===== src/rtl/mempwr_pkg.sv =====
package mempwr_pkg;

    typedef enum logic [1:0] {
        PM_NORMAL = 2'd0,
        PM_LIGHT  = 2'd1,
        PM_DEEP   = 2'd2,
        PM_OFF    = 2'd3
    } pm_mode_e;

    typedef enum logic [3:0] {
        SQ_IDLE,
        SQ_EXIT_POWER,
        SQ_EXIT_WAIT,
        SQ_EXIT_PINS,
        SQ_EXIT_ISO,
        SQ_DRAIN,
        SQ_ENT_ISO,
        SQ_ENT_PIN,
        SQ_ENT_RAIL,
        SQ_ENT_WAIT,
        SQ_DONE
    } seq_state_e;

    typedef struct packed {
        logic light;
        logic deep;
        logic off;
        logic iso;
        logic rail_low;
    } macro_pins_t;

    localparam macro_pins_t PINS_AWAKE = '0;

    // Modes where the array holds data and is never accessed
    function automatic logic mode_retains_idle(pm_mode_e m);
        return (m == PM_LIGHT) || (m == PM_DEEP);
    endfunction

    function automatic logic mode_needs_iso(pm_mode_e m);
        return m == PM_DEEP;
    endfunction

    // Step after the sleep pins have been cleared on the way out
    function automatic seq_state_e after_wake(pm_mode_e tgt, logic iso_on);
        if (iso_on)
            return SQ_EXIT_ISO;
        else if (tgt == PM_NORMAL)
            return SQ_DONE;
        else
            return SQ_DRAIN;
    endfunction

endpackage


===== src/rtl/mempwr_settle_timer.sv =====
module mempwr_settle_timer #(
    parameter int CNT_W = 8
) (
    input  logic             clk,
    input  logic             rst,
    input  logic             load,
    input  logic [CNT_W-1:0] load_val,
    output logic             expired
);
    logic [CNT_W-1:0] remain_q;

    always_ff @(posedge clk) begin
        if (rst)
            remain_q <= '0;
        else if (load)
            remain_q <= load_val;
        else if (remain_q != '0)
            remain_q <= remain_q - 1'b1;
    end

    assign expired = (remain_q == '0) && !load;

endmodule


===== src/rtl/mempwr_seq_fsm.sv =====
module mempwr_seq_fsm
    import mempwr_pkg::*;
(
    input  logic        clk,
    input  logic        rst,
    input  logic        req_valid,
    input  logic [1:0]  req_mode,
    input  logic        split_rail,
    input  logic        acc_pending,
    input  logic        tmr_expired,
    output logic        tmr_load,
    output macro_pins_t pins,
    output pm_mode_e    mode,
    output logic        busy,
    output logic        ack,
    output logic        left_off
);
    seq_state_e  state_q;
    pm_mode_e    tgt_q;
    pm_mode_e    mode_q;
    macro_pins_t pins_q;
    logic        ack_q;

    always_ff @(posedge clk) begin
        if (rst) begin
            state_q <= SQ_IDLE;
            tgt_q   <= PM_NORMAL;
            mode_q  <= PM_NORMAL;
            pins_q  <= PINS_AWAKE;
            ack_q   <= 1'b0;
        end else begin
            ack_q <= 1'b0;
            unique case (state_q)
                SQ_IDLE: begin
                    if (req_valid) begin
                        tgt_q <= pm_mode_e'(req_mode);
                        if (pm_mode_e'(req_mode) == mode_q)
                            state_q <= SQ_DONE;
                        else if (mode_q == PM_NORMAL)
                            state_q <= SQ_DRAIN;
                        else
                            state_q <= SQ_EXIT_POWER;
                    end
                end
                SQ_EXIT_POWER: begin
                    if (pins_q.off) begin
                        pins_q.off <= 1'b0;
                        state_q    <= SQ_EXIT_WAIT;
                    end else if (pins_q.rail_low) begin
                        pins_q.rail_low <= 1'b0;
                        state_q         <= SQ_EXIT_WAIT;
                    end else begin
                        state_q <= SQ_EXIT_PINS;
                    end
                end
                SQ_EXIT_WAIT: begin
                    if (tmr_expired)
                        state_q <= SQ_EXIT_PINS;
                end
                SQ_EXIT_PINS: begin
                    pins_q.light <= 1'b0;
                    pins_q.deep  <= 1'b0;
                    state_q      <= after_wake(tgt_q, pins_q.iso);
                end
                SQ_EXIT_ISO: begin
                    pins_q.iso <= 1'b0;
                    state_q    <= (tgt_q == PM_NORMAL) ? SQ_DONE : SQ_DRAIN;
                end
                SQ_DRAIN: begin
                    if (!acc_pending)
                        state_q <= mode_needs_iso(tgt_q) ? SQ_ENT_ISO : SQ_ENT_PIN;
                end
                SQ_ENT_ISO: begin
                    pins_q.iso <= 1'b1;
                    state_q    <= SQ_ENT_PIN;
                end
                SQ_ENT_PIN: begin
                    pins_q.light <= (tgt_q == PM_LIGHT);
                    pins_q.deep  <= (tgt_q == PM_DEEP);
                    pins_q.off   <= (tgt_q == PM_OFF);
                    if (mode_retains_idle(tgt_q) && split_rail)
                        state_q <= SQ_ENT_RAIL;
                    else
                        state_q <= SQ_DONE;
                end
                SQ_ENT_RAIL: begin
                    pins_q.rail_low <= 1'b1;
                    state_q         <= SQ_ENT_WAIT;
                end
                SQ_ENT_WAIT: begin
                    if (tmr_expired)
                        state_q <= SQ_DONE;
                end
                SQ_DONE: begin
                    ack_q   <= 1'b1;
                    mode_q  <= tgt_q;
                    state_q <= SQ_IDLE;
                end
                default: state_q <= SQ_IDLE;
            endcase
        end
    end

    assign tmr_load = ((state_q == SQ_EXIT_POWER) && (pins_q.off || pins_q.rail_low))
                    || (state_q == SQ_ENT_RAIL);
    assign left_off = (state_q == SQ_EXIT_POWER) && pins_q.off;
    assign pins     = pins_q;
    assign mode     = mode_q;
    assign busy     = (state_q != SQ_IDLE);
    assign ack      = ack_q;

endmodule


===== src/rtl/mempwr_status.sv =====
module mempwr_status
    import mempwr_pkg::*;
(
    input  logic        clk,
    input  logic        rst,
    input  logic        left_off,
    input  logic        lost_clr,
    input  logic        busy,
    input  macro_pins_t pins,
    output logic        data_lost,
    output logic        acc_stall
);
    logic lost_q;

    // Setting wins over a clear in the same cycle
    always_ff @(posedge clk) begin
        if (rst)
            lost_q <= 1'b0;
        else if (left_off)
            lost_q <= 1'b1;
        else if (lost_clr)
            lost_q <= 1'b0;
    end

    assign data_lost = lost_q;
    assign acc_stall = busy || pins.light || pins.deep || pins.off;

endmodule


===== src/rtl/mempwr_seq.sv =====
module mempwr_seq
    import mempwr_pkg::*;
#(
    parameter int CNT_W = 8
) (
    input  logic             clk,
    input  logic             rst,
    input  logic             req_valid,
    input  logic [1:0]       req_mode,
    input  logic             split_rail,
    input  logic [CNT_W-1:0] settle_cnt,
    input  logic             acc_pending,
    input  logic             data_lost_clr,
    output logic             req_busy,
    output logic             req_ack,
    output logic [1:0]       cur_mode,
    output logic             acc_stall,
    output logic             mem_ls,
    output logic             mem_ds,
    output logic             mem_sd,
    output logic             mem_iso,
    output logic             rail_low,
    output logic             data_lost
);
    logic        tmr_load;
    logic        tmr_expired;
    logic        left_off;
    macro_pins_t pins;
    pm_mode_e    mode;

    mempwr_settle_timer #(.CNT_W(CNT_W)) u_timer (
        .clk      (clk),
        .rst      (rst),
        .load     (tmr_load),
        .load_val (settle_cnt),
        .expired  (tmr_expired)
    );

    mempwr_seq_fsm u_fsm (
        .clk         (clk),
        .rst         (rst),
        .req_valid   (req_valid),
        .req_mode    (req_mode),
        .split_rail  (split_rail),
        .acc_pending (acc_pending),
        .tmr_expired (tmr_expired),
        .tmr_load    (tmr_load),
        .pins        (pins),
        .mode        (mode),
        .busy        (req_busy),
        .ack         (req_ack),
        .left_off    (left_off)
    );

    mempwr_status u_status (
        .clk       (clk),
        .rst       (rst),
        .left_off  (left_off),
        .lost_clr  (data_lost_clr),
        .busy      (req_busy),
        .pins      (pins),
        .data_lost (data_lost),
        .acc_stall (acc_stall)
    );

    assign cur_mode = mode;
    assign mem_ls   = pins.light;
    assign mem_ds   = pins.deep;
    assign mem_sd   = pins.off;
    assign mem_iso  = pins.iso;
    assign rail_low = pins.rail_low;

endmodule


===== config.mk =====
export PLATFORM = sky130hd
export DESIGN_NAME = mempwr_seq
export DESIGN_NICKNAME = d
export VERILOG_FILES = /design/src/rtl/mempwr_pkg.sv /design/src/rtl/mempwr_settle_timer.sv /design/src/rtl/mempwr_seq_fsm.sv /design/src/rtl/mempwr_status.sv /design/src/rtl/mempwr_seq.sv
export SDC_FILE = /design/constraint.sdc
export NUM_CORES = 1
export LEC_CHECK = 0
export ABC_CLOCK_PERIOD_IN_PS = 7200
export BUFFER_PORTS_ARGS = -buffer_cell sky130_fd_sc_hd__buf_4
export CAP_MARGIN = 20
export CORE_MARGIN = 3
export CORE_UTILIZATION = 25
export DETAILED_ROUTE_END_ITERATION = 8
export SLEW_MARGIN = 20
export SYNTH_ARGS = -nofsm -noshare
export SYNTH_HDL_FRONTEND = slang
export SYNTH_HIERARCHICAL = 1
export SYNTH_SLANG_ARGS = --single-unit

===== constraint.sdc =====
create_clock -name clk -period 7.2 [get_ports clk]
set_clock_uncertainty 0.15 [all_clocks]
set_input_delay 0 -clock clk [delete_from_list [all_inputs] [get_ports clk]]
set_output_delay 0 -clock clk [all_outputs]
set_load 0.005 [all_outputs]

==> metrics <==
outcome=finished clean; RSZ-0062 raised after global routing=false; Worst setup EP type=flip-flop; Fin Setup TNS=0 ns; Final Hold Viols=0; Period minus WS final=3.292 ns; Final Non-Filler Cells=297; VDD IR max=0.1313 mV; DP Cell Count=277; first-pass GRT wire length=6596 um; # DRC=0; TritonCTS Buffers=3; fraction of registers with async set/reset=0; cell count after synthesis=189; Lkg Pwr=0.7694 nW; clk_lat worst skew=0.27 ns; EDFF count, synth=0; slack of the worst reg-to-reg path=3.91 ns; Top Layer Used=met4; wl on met1=1928 um; initial antenna violation count=0; fraction of layout cells with a size suffix above 1=0.1600; ant diodes=0; final wirelength=3843 um; # clock sinks=23; Netlist cell types=48; Placer Congestion=0.8478; Filler Cell Count=615; Yosys reg bits=23; clk root buf=clkbuf_8; Rel. slew slack=0.5376; Initial Util=0.2642; worst hold path class=input pin to flip-flop; vias in the first global route=1381; Die W=82.98 um; hold buffers post-CTS=16; Detail Route Antenna Nets=0; Post-CTS Resized=0; Syn Nets=212; IO Port Bufs=26; Iteration-0 DRC Markers=113; number of detailed-route iterations in the first pass=4; Setup CP Type=flip-flop to flip-flop; critical-path maximum fanout=17; largest net degree at the start of global routing=20; fin. max-slew vios=0; Max Fclk=303.8 MHz; H-Tree Depth=1; core box area=5608 um^2; post-DP HPWL=2742 um; CP Launch Type=flip-flop; CP required=7.25 ns; # rows=27; Die Y=82.98 um; total die area=6886 um^2; critical path data arrival time=3.34 ns; synth warn=6; drt via density=5.088; CTS tree=yes; sequential share of the synthesized area=0.3108; PwrDens=330.7 nW/um^2; metal3 WL=201 um; Ports=27; Clock transition at path regs=0.09 ns; total gr overflow=0; synthesis-to-finish area growth=29.48%; fin crit share=0.4572; DR vias=1511; clock tree buffer depth=2; Post-Synthesis Cell Area=1481 um^2; Final Setup Violations=0; most common cell after layout, fill and taps aside=buf_4; Avg Cell Area, Syn=7.838 um^2; worst slew pin tran=0.6863 ns; max_cap viols=0; Nets=249; commonest cells after routing, fill and taps aside=27 x buf_4, 23 x dfxtp_1, 20 x a21oi_1, 18 x nand2_1, 16 x dlygate4sd3_1; gr usage total=0.1127; met2 WL=1672 um; post-CTS setup buffer count=0; routed len/inst=12.94 um; Post-synth top flop=dfxtp_1
[worst paths after layout]
check / to / cells after the start / start
worst min register to register: u_fsm/pins[4] / 2 / u_fsm/pins[4]
worst min-delay path: u_fsm/state_q[1] / 5 / split_rail
worst max-delay path: u_fsm/state_q[1] / 12 / u_fsm/state_q[0]
worst max register to register: u_fsm/state_q[1] / 12 / u_fsm/state_q[0]
[registers in the layout, summed over array words and instances, names as in the netlist]
signal              cells
u_fsm/mode              2
u_timer/remain_q        8
u_fsm/ack               1
u_fsm/pins              5
u_fsm/state_q           4
u_status/data_lost      1
u_fsm/tgt_q             2
[cell type report]
class	count	area (um^2)	share of cell area
Inverter	14	52.55	0.02740
Multi-Input combinational cell	141	905.9	0.4723
Tap cell	72	90.09	0.04697
Sequential cell	23	460.4	0.2401
Clock inverter	1	5.005	0.002609
Timing Repair Buffer	43	362.8	0.1892
Clock buffer	3	41.29	0.02153
[worst max-delay path, cell delays in order, from the launching register on]
cell      delay (ns)
dfxtp_1         0.67
inv_1           0.20
nand2_1         0.21
a21boi_0        0.11
buf_4           0.19
or4b_1          0.55
or2_1           0.28
inv_1           0.11
inv_1           0.06
a21o_1          0.17
a21oi_1         0.16
o311ai_2        0.16
o21ai_0         0.19
[report_power, final]
group | switching [mW] | total, mW | internal (mW)
combinational | 0.177 | 0.332 | 0.155
clock | 0.0453 | 0.0840 | 0.0387
sequential | 0.0621 | 0.219 | 0.157
total | 0.284 | 0.634 | 0.350
[synth_stat cells, types with 5 or more instances]
master / n / area share
dfxtp_1: 23 / 0.31
a21oi_1: 20 / 0.068
nand2_1: 18 / 0.046
inv_1: 14 / 0.035
o21ai_0: 14 / 0.047
nor2_1: 12 / 0.030
nor3_1: 9 / 0.030
ha_1: 7 / 0.059
a211oi_1: 5 / 0.025
buf_2: 5 / 0.017
mux2i_1: 5 / 0.034
[routing by layer]
metal	vias up	GRT usage
met2	40	0.1735
met5	-	0
met3	4	0.01885
met1	711	0.1595
met4	0	0.03566
li1	756	-
[metrics by stage]
stage | power [mW] | hold slack, ns | setup WS, ns | utilization | instance area [um^2]
final | 0.6344 | 0.2173 | 3.908 | 0.3420 | 1918
after global routing | 0.6958 | 0.2803 | 3.587 | 0.3420 | 1918
after CTS | 0.6319 | 0.2171 | 3.936 | 0.3420 | 1918
after detailed placement | 0.5380 | 0.1080 | 3.935 | 0.3052 | 1712
after global placement | 0.5376 | 0.1126 | 4.045 | 0.3052 | 1712
after floorplan | 0.4657 | -0.08093 | 4.482 | - | 1481
[logic make-up after synthesis]
group / count (synthesis) / share of synthesized area
muxes: 5 / 0.03379
xor gates and xnor gates: 4 / 0.02365
AOI/OAI and AO/OA: 61 / 0.2635
DFF: 23 / 0.3108
buffers and inverters: 25 / 0.07770
and+or+nand+nor: 64 / 0.2314
adders and majority gates: 7 / 0.05912
(Power assumes the default switching activity.)
